$ cat src/rtl/rxr_pkg.sv
// Package: shared constants and helpers for the receive ring tracker.
// Assumes indices are 12 bits wide and the ring exponent lies in 5..12.
package rxr_pkg;
    localparam int IDX_W    = 12;
    localparam int LOG2_MIN = 5;
    localparam int LOG2_MAX = 12;

    // Index mask for a ring of 2^N entries, with N clamped to the legal range.
    function automatic logic [IDX_W-1:0] ring_mask(input logic [3:0] n);
        int k;
        k = int'(n);
        if (k < LOG2_MIN) k = LOG2_MIN;
        if (k > LOG2_MAX) k = LOG2_MAX;
        return IDX_W'((1 << k) - 1);
    endfunction
endpackage

$ cat src/rtl/rxr_index_ctl.sv
// Module: write-index register and fill-index counter.
// It accepts software write indices that are multiples of 8, flags the
// others, and advances the fill index on each buffer close. Assumes
// close is only raised while a buffer is available.
module rxr_index_ctl
    import rxr_pkg::*;
(
    input  logic             clk,
    input  logic             rst_n,
    input  logic [IDX_W-1:0] mask,
    input  logic             sw_wr_en,
    input  logic [IDX_W-1:0] sw_wr_idx,
    input  logic             close,
    output logic [IDX_W-1:0] fill_idx,
    output logic             avail,
    output logic             wr_err
);
    logic [IDX_W-1:0] wr_q;
    logic [IDX_W-1:0] fill_q;
    logic             err_q;
    logic             aligned;

    assign aligned = (sw_wr_idx[2:0] == 3'b000);

    // Index and error-flag registers.
    always_ff @(posedge clk) begin
        if (!rst_n) begin
            wr_q   <= '0;
            fill_q <= '0;
            err_q  <= 1'b0;
        end else begin
            if (sw_wr_en && aligned)
                wr_q <= sw_wr_idx & mask;
            if (sw_wr_en && !aligned)
                err_q <= 1'b1;
            if (close)
                fill_q <= (fill_q + 1'b1) & mask;
        end
    end

    // A buffer is open when the fill index has not caught up with software.
    assign avail    = ((fill_q ^ wr_q) & mask) != '0;
    assign fill_idx = fill_q & mask;
    assign wr_err   = err_q;

    // the fill index moves only while a buffer was available.
    assert_fill_stops_at_wr_R5: assert property (@(posedge clk) disable iff (!rst_n)
        (fill_q != $past(fill_q)) |-> $past(avail));

    // a misaligned write leaves the write index alone and flags it.
    assert_misaligned_ignored_R4: assert property (@(posedge clk) disable iff (!rst_n)
        (sw_wr_en && !aligned) |=> ($stable(wr_q) && err_q));

    // the error flag is sticky.
    assert_err_sticky_R4: assert property (@(posedge clk) disable iff (!rst_n)
        err_q |=> err_q);
endmodule

$ cat src/rtl/rxr_buf_acc.sv
// Module: byte accumulator for the open receive buffer.
// It adds accepted frame lengths and decides when the buffer closes,
// either on size or on timeout. Assumes open is the ring's availability.
module rxr_buf_acc #(
    parameter int LEN_W      = 14,
    parameter int UNIT_BYTES = 4096
) (
    input  logic             clk,
    input  logic             rst_n,
    input  logic             open,
    input  logic             frame_done,
    input  logic [LEN_W-1:0] frame_len,
    input  logic [1:0]       buf_size,
    input  logic             timeout_hit,
    output logic             take,
    output logic             close,
    output logic             holds_frame
);
    localparam int CAP_W = $clog2(4 * UNIT_BYTES) + 1;
    localparam int ACC_W = ((CAP_W > LEN_W) ? CAP_W : LEN_W) + 1;

    logic [ACC_W-1:0] bytes_q;
    logic [ACC_W-1:0] sum;
    logic [ACC_W-1:0] cap;
    logic             holds_q;
    logic             size_full;

    // Capacity and the running total including a frame arriving now.
    always_comb begin
        cap       = ACC_W'(UNIT_BYTES) * (ACC_W'(buf_size) + 1'b1);
        take      = frame_done && open;
        sum       = bytes_q + ACC_W'(frame_len);
        size_full = take && (sum >= cap);
        close     = size_full || (timeout_hit && holds_q && open);
    end

    // Byte count and frame-present flag of the open buffer.
    always_ff @(posedge clk) begin
        if (!rst_n) begin
            bytes_q <= '0;
            holds_q <= 1'b0;
        end else if (close) begin
            bytes_q <= '0;
            holds_q <= 1'b0;
        end else if (take) begin
            bytes_q <= sum;
            holds_q <= 1'b1;
        end
    end

    assign holds_frame = holds_q;

    // a size-driven close always includes an accepted frame.
    assert_size_close_has_frame_R6: assert property (@(posedge clk) disable iff (!rst_n)
        (close && !timeout_hit) |-> take);
endmodule

$ cat src/rtl/rxr_close_timer.sv
// Module: idle timeout for a partially filled buffer.
// A prescaler divides the clock by TICK_DIV into ticks, and ticks are
// counted while the buffer holds data. Any accepted frame restarts it.
module rxr_close_timer #(
    parameter int TICK_DIV = 6400
) (
    input  logic       clk,
    input  logic       rst_n,
    input  logic       armed,
    input  logic       restart,
    input  logic [7:0] cfg_timeout,
    output logic       hit
);
    localparam int PW = (TICK_DIV > 2) ? $clog2(TICK_DIV) : 1;

    logic [PW-1:0] presc_q;
    logic [7:0]    elapsed_q;
    logic          wrap;

    assign wrap = (presc_q == PW'(TICK_DIV - 1));

    // Prescaler and tick counter; held at zero while idle or on restart.
    always_ff @(posedge clk) begin
        if (!rst_n || !armed || restart) begin
            presc_q   <= '0;
            elapsed_q <= '0;
        end else begin
            presc_q <= wrap ? '0 : presc_q + 1'b1;
            if (wrap && elapsed_q != 8'hFF)
                elapsed_q <= elapsed_q + 1'b1;
        end
    end

    assign hit = armed && (cfg_timeout != 8'd0) && (elapsed_q == cfg_timeout);

    // a tick is counted only when the prescaler had completed a period.
    assert_tick_on_wrap_R8: assert property (@(posedge clk) disable iff (!rst_n)
        (elapsed_q != $past(elapsed_q) && elapsed_q != 8'd0) |-> $past(wrap));
endmodule

$ cat src/rtl/rx_ring_tracker.sv
// Module: top of the receive descriptor ring index tracker.
// It joins the index control, the buffer accumulator and the close timer,
// and registers the status word and interrupt pulse on each buffer close.
module rx_ring_tracker
    import rxr_pkg::*;
#(
    parameter int TICK_DIV   = 6400,
    parameter int UNIT_BYTES = 4096,
    parameter int LEN_W      = 14
) (
    input  logic             clk,
    input  logic             rst_n,
    input  logic [3:0]       cfg_ring_log2,
    input  logic [1:0]       cfg_buf_size,
    input  logic [7:0]       cfg_timeout,
    input  logic [1:0]       cfg_irq_dest,
    input  logic             sw_wr_en,
    input  logic [IDX_W-1:0] sw_wr_idx,
    input  logic             frame_done,
    input  logic [LEN_W-1:0] frame_len,
    output logic             buf_avail,
    output logic [31:0]      status_word,
    output logic             irq,
    output logic             wr_idx_err
);
    localparam logic [1:0] DEST_HOST = 2'b01;

    logic [IDX_W-1:0] mask;
    logic [IDX_W-1:0] fill_idx;
    logic             avail;
    logic             take;
    logic             close;
    logic             holds_frame;
    logic             timeout_hit;
    logic [IDX_W-1:0] status_q;
    logic             irq_q;

    assign mask = ring_mask(cfg_ring_log2);

    rxr_index_ctl u_index (
        .clk       (clk),
        .rst_n     (rst_n),
        .mask      (mask),
        .sw_wr_en  (sw_wr_en),
        .sw_wr_idx (sw_wr_idx),
        .close     (close),
        .fill_idx  (fill_idx),
        .avail     (avail),
        .wr_err    (wr_idx_err)
    );

    rxr_buf_acc #(
        .LEN_W      (LEN_W),
        .UNIT_BYTES (UNIT_BYTES)
    ) u_acc (
        .clk         (clk),
        .rst_n       (rst_n),
        .open        (avail),
        .frame_done  (frame_done),
        .frame_len   (frame_len),
        .buf_size    (cfg_buf_size),
        .timeout_hit (timeout_hit),
        .take        (take),
        .close       (close),
        .holds_frame (holds_frame)
    );

    rxr_close_timer #(
        .TICK_DIV (TICK_DIV)
    ) u_timer (
        .clk         (clk),
        .rst_n       (rst_n),
        .armed       (holds_frame),
        .restart     (take),
        .cfg_timeout (cfg_timeout),
        .hit         (timeout_hit)
    );

    // Publish the closed index and pulse the interrupt request.
    always_ff @(posedge clk) begin
        if (!rst_n) begin
            status_q <= '0;
            irq_q    <= 1'b0;
        end else begin
            irq_q <= close && (cfg_irq_dest == DEST_HOST);
            if (close)
                status_q <= fill_idx;
        end
    end

    assign buf_avail   = avail;
    assign status_word = {{(32 - IDX_W){1'b0}}, status_q};
    assign irq         = irq_q;

    // the interrupt fires only with the host destination selected.
    assert_irq_dest_R10: assert property (@(posedge clk) disable iff (!rst_n)
        irq |-> $past(cfg_irq_dest) == DEST_HOST);

    // a frame arriving with no buffer available leaves the status alone.
    assert_drop_when_full_R5: assert property (@(posedge clk) disable iff (!rst_n)
        (frame_done && !avail) |=> $stable(status_word));

    // a close empties the buffer for the next descriptor.
    assert_close_empties_R7: assert property (@(posedge clk) disable iff (!rst_n)
        close |=> !holds_frame);
endmodule

$ cat config.mk
export PLATFORM = sky130hd
export DESIGN_NAME = rx_ring_tracker
export DESIGN_NICKNAME = d
export VERILOG_FILES = /design/src/rtl/rxr_pkg.sv /design/src/rtl/rxr_index_ctl.sv /design/src/rtl/rxr_buf_acc.sv /design/src/rtl/rxr_close_timer.sv /design/src/rtl/rx_ring_tracker.sv
export SDC_FILE = /design/constraint.sdc
export NUM_CORES = 1
export LEC_CHECK = 0
export BUFFER_PORTS_ARGS = -buffer_cell sky130_fd_sc_hd__buf_2
export CAP_MARGIN = 40
export CORE_MARGIN = 5
export CORE_UTILIZATION = 57
export CTS_CLUSTER_DIAMETER = 50
export CTS_CLUSTER_SIZE = 25
export DETAILED_ROUTE_END_ITERATION = 6
export MAX_ROUTING_LAYER = met4
export PLACE_DENSITY = 0.87
export SLEW_MARGIN = 20
export SYNTH_ARGS = -nofsm -noshare
export SYNTH_HDL_FRONTEND = slang
export SYNTH_SLANG_ARGS = --single-unit
$ cat constraint.sdc
create_clock -name clk -period 5.3 [get_ports clk]
set_clock_uncertainty 0.15 [all_clocks]
set_input_delay 0 -clock clk [delete_from_list [all_inputs] [get_ports clk]]
set_output_delay 0 -clock clk [all_outputs]
set_load 0.02 [all_outputs]
==> results of run 1 <==
[repair_timing]
action | CTS | global route
hold buffers | 17 | 0
endpoints found under the setup margin | 0 | 0
endpoints found under the hold margin | 14 | 0
[state kept, by name, indices dropped and copies added (netlist names)]
signal             count
irq                    1
u_index.fill_q        12
u_index.wr_q          12
u_acc.bytes_q         16
status_q              12
u_timer.elapsed_q      8
u_acc.holds_frame      1
u_index.wr_err         1
u_timer.presc_q       13
[metrics by stage]
stage	utilization	instance area (um^2)
floorplan	-	4680
global placement	0.620	4840
detailed placement	0.622	4860
CTS	0.673	5250
global route	0.673	5250
finish	0.673	5250
[synthesized netlist by cell type (3+ instances only)]
cell type	instances
dfxtp_1	76
o21ai_0	12
a21o_1	10
buf_2	7
or4_1	4
mux2i_1	24
ha_1	22
nand4_1	6
buf_4	21
nor3_1	13
o31a_1	4
o2111ai_1	3
and3_1	13
a31oi_1	6
a21oi_1	36
nand3_1	34
nor2_1	63
o21a_1	8
inv_1	14
o31ai_1	5
xnor2_1	19
xor2_1	28
nor4_1	5
nor2b_1	6
nand2b_1	9
clkbuf_1	18
nand2_1	56
or3_1	4
and2_1	3
a211oi_1	3
[cell families after synthesis]
family,after synthesis,synth area share
adder cells (fa/ha/maj),23,0.0642
buffers and inverters,62,0.0713
multiplexers,24,0.0522
other,2,0.00163
AND/OR/NAND/NOR,228,0.238
flip-flops,76,0.331
AO/OA/AOI/OAI,106,0.152
XOR/XNOR,47,0.0895
[how the worst min path moves through the flow]
stage                     startpoint              end  slack, ps  cells after the start
global route        cfg_ring_log2[1]      status_q[9]         60                      4
detailed placement   cfg_irq_dest[1]              irq         30                      2
finish              cfg_ring_log2[1]  u_index.wr_q[9]         40                      4
CTS                 cfg_ring_log2[2]  u_index.wr_q[5]         30                      4
global placement     cfg_irq_dest[1]              irq         10                      2
floorplan            cfg_irq_dest[1]              irq        -70                      1
[critical path, cell delays in order, from the launching register on]
cell	delay [ps]
dfxtp_1	340
ha_1	180
inv_1	60
fa_1	390
nor2b_1	210
o2111ai_1	170
nand3_1	140
nand2_1	90
a21o_1	190
a21oi_1	160
xor2_1	110
ha_1	320
nand2_1	50
nor2_1	80
nand3_1	80
nor4_1	300
and4_1	230
a31oi_1	90
buf_4	210
or2_2	380
nor3_1	190
dlygate4sd3_1	560
[power by group through the flow]
stage	sequential, uW	clock (uW)	combinational, uW
6_report	581	501	189
5_1_grt	582	533	211
4_1_cts	581	508	187
3_5_place_dp	595	0	178
3_3_place_gp	595	0	172
2_1_floorplan	595	0	144
[area by class of cell]
class / count / area [um^2]
Sequential cell: 76 / 1520
Multi-Input combinational cell: 450 / 2830
Timing Repair Buffer: 80 / 500
Fill cell: 661 / 2560
Tap cell: 102 / 128
Inverter: 14 / 52.6
Clock inverter: 7 / 98.8
Clock buffer: 9 / 124
[per-layer routing]
metal  wire [um]  GRT usage  share of wire
met1        4290      0.253           0.41
met2        5430      0.401           0.51
met3         685     0.0452          0.065
met4         174     0.0746          0.016
met5           0          -              0
==> results.txt, run 1 <==
Status: finished clean
Largest net degree at the start of global routing: 45
GP Congestion: 0.892
Post-DP HPWL: 7760 um
Share of layout cells above drive strength 1: 0.135
Final setup viols: 0
WS Path Type: flop to flop
Switching Fraction: 0.278
Die Area: 0.00997 mm^2
GR Overflow Total: 0
Synthesis-stage register bit count: 76
PwrDens: 242 mW/mm^2
DIE WIDTH: 99.8 um
Routed vias: 4140
PnR worst setup slack: 560 ps
Antenna fix cells: 0
Pwr Total: 1270 uW
Slew Viols, Final: 0
Critical path endpoint: irq
Syn Inst Count: 568
Initial antenna violation count: 0
Fin. Hold Viols: 0
Remaining DRCs: 0
Post-Syn Area: 0.00460 mm^2
Share of the synthesized area in the top cell type: 0.331
Crit path arrival time: 4900 ps
Ys Warns: 0
Wire length per cell: 14.3 um
Vias in the first global route: 4114
Switch Pwr: 354 uW
Slew @ Worst Pin: 804 ps
Post-synth EDFFs: 0
Cell taking the most area after synthesis: dfxtp_1
Synth-to-layout area growth: 14.1%
WHS: 43.0 ps
H-tree levels: 3
Drt total wl: 10600 um
Core Rows: 32
CTS buffer count: 9
PortBufs: 60
Crit start category: flop
Clock network fraction of design power: 0.394
Cells after DPL: 705
First-pass DRT Iterations: 5
Commonest non-fill, non-tap cell in the layout: dfxtp_1
Comb power frac: 0.149
Tcrit/Tclk final: 0.894
Int Pwr: 917 uW
Register area share after synthesis: 0.331
Setup TNS: 0 ps
Pre-CTS WS: 843 ps
Maximum clock frequency: 211 MHz
Maximum VDD drop: 0.138 mV
Leakage: 0.00227 uW
Post-CTS Setup Bufs: 0
RSZ-0062 raised after global routing: false
Worst r2r src: u_acc.bytes_q[0]
CP endpoint kind: flop
Initial drt markers: 209
Post-Syn Area per Cell: 8.10 um^2
Synth area leaders: dfxtp_1 (33%), ha_1 (6.0%), xor2_1 (5.3%), mux2i_1 (5.2%), nor2_1 (5.1%)
Worst min-delay path class: primary input to flop
Core area: 0.00781 mm^2
CTS sink count: 76
Min Tclk post-route: 4740 ps
Cell Count, Final, Fillers Out: 738
CTS Root Cell: clkbuf_8
Most frequent cells in the layout: dfxtp_1 (76), nor2_1 (63), buf_2 (60), nand2_1 (56), a21oi_1 (36)
Worst-path clk slew: 90 ps
Worst-skew pair later-pin latency: 360 ps
CTS tree: yes
Post-synth ARST share: 0
Max cap viols: 0
R2R setup slack: 560 ps
Boundary Pins: 81
Initial Utilization: 0.589
Distinct cells, synth: 57
FF-to-FF path depth: 21
First-pass GRT wire length: 18100 um
Power share of the sequential group: 0.457
Crit Path Max Fanout: 20
CP Data Required Time: 5460 ps
R2r endpoint: irq
Clock buffer depth: 2
Die H: 99.8 um
DR vias/cell: 5.61
Total GRT Usage: 0.226
Worst Setup SP: u_acc.bytes_q[0]
Detail Route Antenna Nets: 0
Relative slew slack: 0.464
Main synth FF type: dfxtp_1
Fin nets: 700
PostCTS Resize Cnt: 0
(Power assumes the default switching activity.)
==> run 2: changes to the inputs <==
CORE_MARGIN = 2   (was 5)
==> results.txt, run 2 (synthesis results as in run 1) <==
Clock network fraction of design power: 0.377
Slew @ Worst Pin: 785 ps
Top reg by flops: u_acc.bytes_q
Leakage: 0.00226 uW
Tcrit/Tclk final: 0.916
CTS Root Cell: clkbuf_8
Clock buffer depth: 2
Worst min-delay path class: primary input to flop
PortBufs: 60
Remaining DRCs: 0
Fin. Hold Viols: 0
Initial antenna violation count: 0
Largest net degree at the start of global routing: 45
CP endpoint kind: flop
FF-to-FF path depth: 21
Most frequent cells in the layout: dfxtp_1 (76), nor2_1 (63), buf_2 (60), nand2_1 (56), a21oi_1 (36)
Max cap viols: 0
Wire length per cell: 14.5 um
CTS sink count: 76
Relative slew slack: 0.476
CTS tree: yes
Drt total wl: 10700 um
Power share of the sequential group: 0.467
Post-DP Area: 0.00485 mm^2
Vias in the first global route: 4024
Initial Utilization: 0.592
Hold depth: 4
Boundary Pins: 81
Min Tclk post-route: 4850 ps
Maximum clock frequency: 206 MHz
CTS buffer count: 9
GP Congestion: 0.932
First-pass DRT Iterations: 5
Setup TNS: 0 ps
Crit start category: flop
Max FFs per register: 16
Int Pwr: 875 uW
GR Overflow Total: 0
H-tree levels: 3
Switch Pwr: 371 uW
Crit Path Max Fanout: 20
Detail Route Antenna Nets: 0
Worst-skew pair later-pin latency: 360 ps
RSZ-0062 raised after global routing: false
CP Data Required Time: 5450 ps
Post-DP HPWL: 7680 um
WS Path Type: flop to flop
Initial drt markers: 201
Total GRT Usage: 0.255
Slew Viols, Final: 0
Final setup viols: 0
Final Cell Area: 0.00523 mm^2
Comb power frac: 0.156
Synth-to-layout area growth: 13.7%
Core Util, Final: 0.673
Worst-path clk slew: 100 ps
Core Rows: 32
First-pass GRT wire length: 17600 um
Largest registers: u_acc.bytes_q (16), u_timer.presc_q (13)
DIE WIDTH: 93.8 um
PwrDens: 238 mW/mm^2
Share of layout cells above drive strength 1: 0.135
Maximum VDD drop: 0.187 mV
Antenna fix cells: 0
Post-CTS Setup Bufs: 0
DR vias/cell: 5.72
Fin nets: 700
Core area: 0.00777 mm^2
Commonest non-fill, non-tap cell in the layout: dfxtp_1
Die H: 93.8 um
Routed vias: 4221
Switching Fraction: 0.297
Crit path arrival time: 5010 ps
Die Area: 0.00881 mm^2
Status: finished clean
==> run 2: cell types whose count changed in the layout (fill, tap and decap cells not counted) <==
cell,previous run,this run
buf_6,0,1
buf_8,1,0
bufinv_16,2,1
clkinv_2,1,0
clkinv_4,2,1
clkinvlp_4,1,2
inv_6,1,2
inv_8,0,1
==> run 2: repair_timing <==
item	4_1_cts	5_1_grt
hold endpoints to repair	14	0
hold buffers	17	0
gates resized for setup	0	0
==> run 2: layer usage <==
layer	vias to the layer above	track usage	share of wire
met4	0	0.129	0.032
li1	2072	-	-
met5	-	-	0
met3	35	0.0482	0.060
met1	1951	0.278	0.41
met2	163	0.444	0.50
==> run 2: worst paths after layout <==
| check | startpoint | to | slack [ps] |
|---|---|---|---|
| setup reg to reg | u_acc.bytes_q[0] | irq | 450 |
| hold / removal | cfg_ring_log2[2] | u_index.wr_q[5] | 30 |
| setup / recovery | u_acc.bytes_q[0] | irq | 450 |
| hold reg to reg | u_timer.presc_q[0] | u_timer.presc_q[0] | 290 |
==> run 2: critical path: stages, from the launching register on <==
cell	delay, ps
dfxtp_1	350
ha_1	160
inv_1	50
fa_1	400
nor2b_1	230
o2111ai_1	160
nand3_1	140
nand2_1	100
a21o_1	200
a21oi_1	160
xor2_1	100
ha_1	320
nand2_1	80
nor2_1	130
nand3_1	90
nor4_1	320
and4_1	240
a31oi_1	90
buf_4	210
or2_2	380
nor3_1	180
dlygate4sd3_1	560
==> run 2: stage by stage <==
step                      setup slack (ps)  hold WS (ps)  std cells  total power [uW]
after global placement                1040          14.1        704               766
after floorplan                       1500         -73.4        588               738
after global routing                   209          59.9        738              1290
after detailed placement               836          24.0        705               774
final                                  445          27.8        738              1250
after CTS                              530          12.7        738              1250
==> run 2: power groups by stage <==
stage | Clock (uW) | Sequential [uW] | Combinational, uW
6_report | 470 | 582 | 194
3_5_place_dp | 0 | 595 | 179
5_1_grt | 493 | 583 | 212
2_1_floorplan | 0 | 595 | 144
3_3_place_gp | 0 | 595 | 171
4_1_cts | 475 | 582 | 190
==> run 2: cell type report <==
cell class,instances,area [um^2]
fill,644,2540
clock inverter,7,82.6
timing repair buffer,80,497
sequential,76,1520
clock buffer,9,124
inverter,14,52.6
multi-input combinational,450,2830
tap,102,128
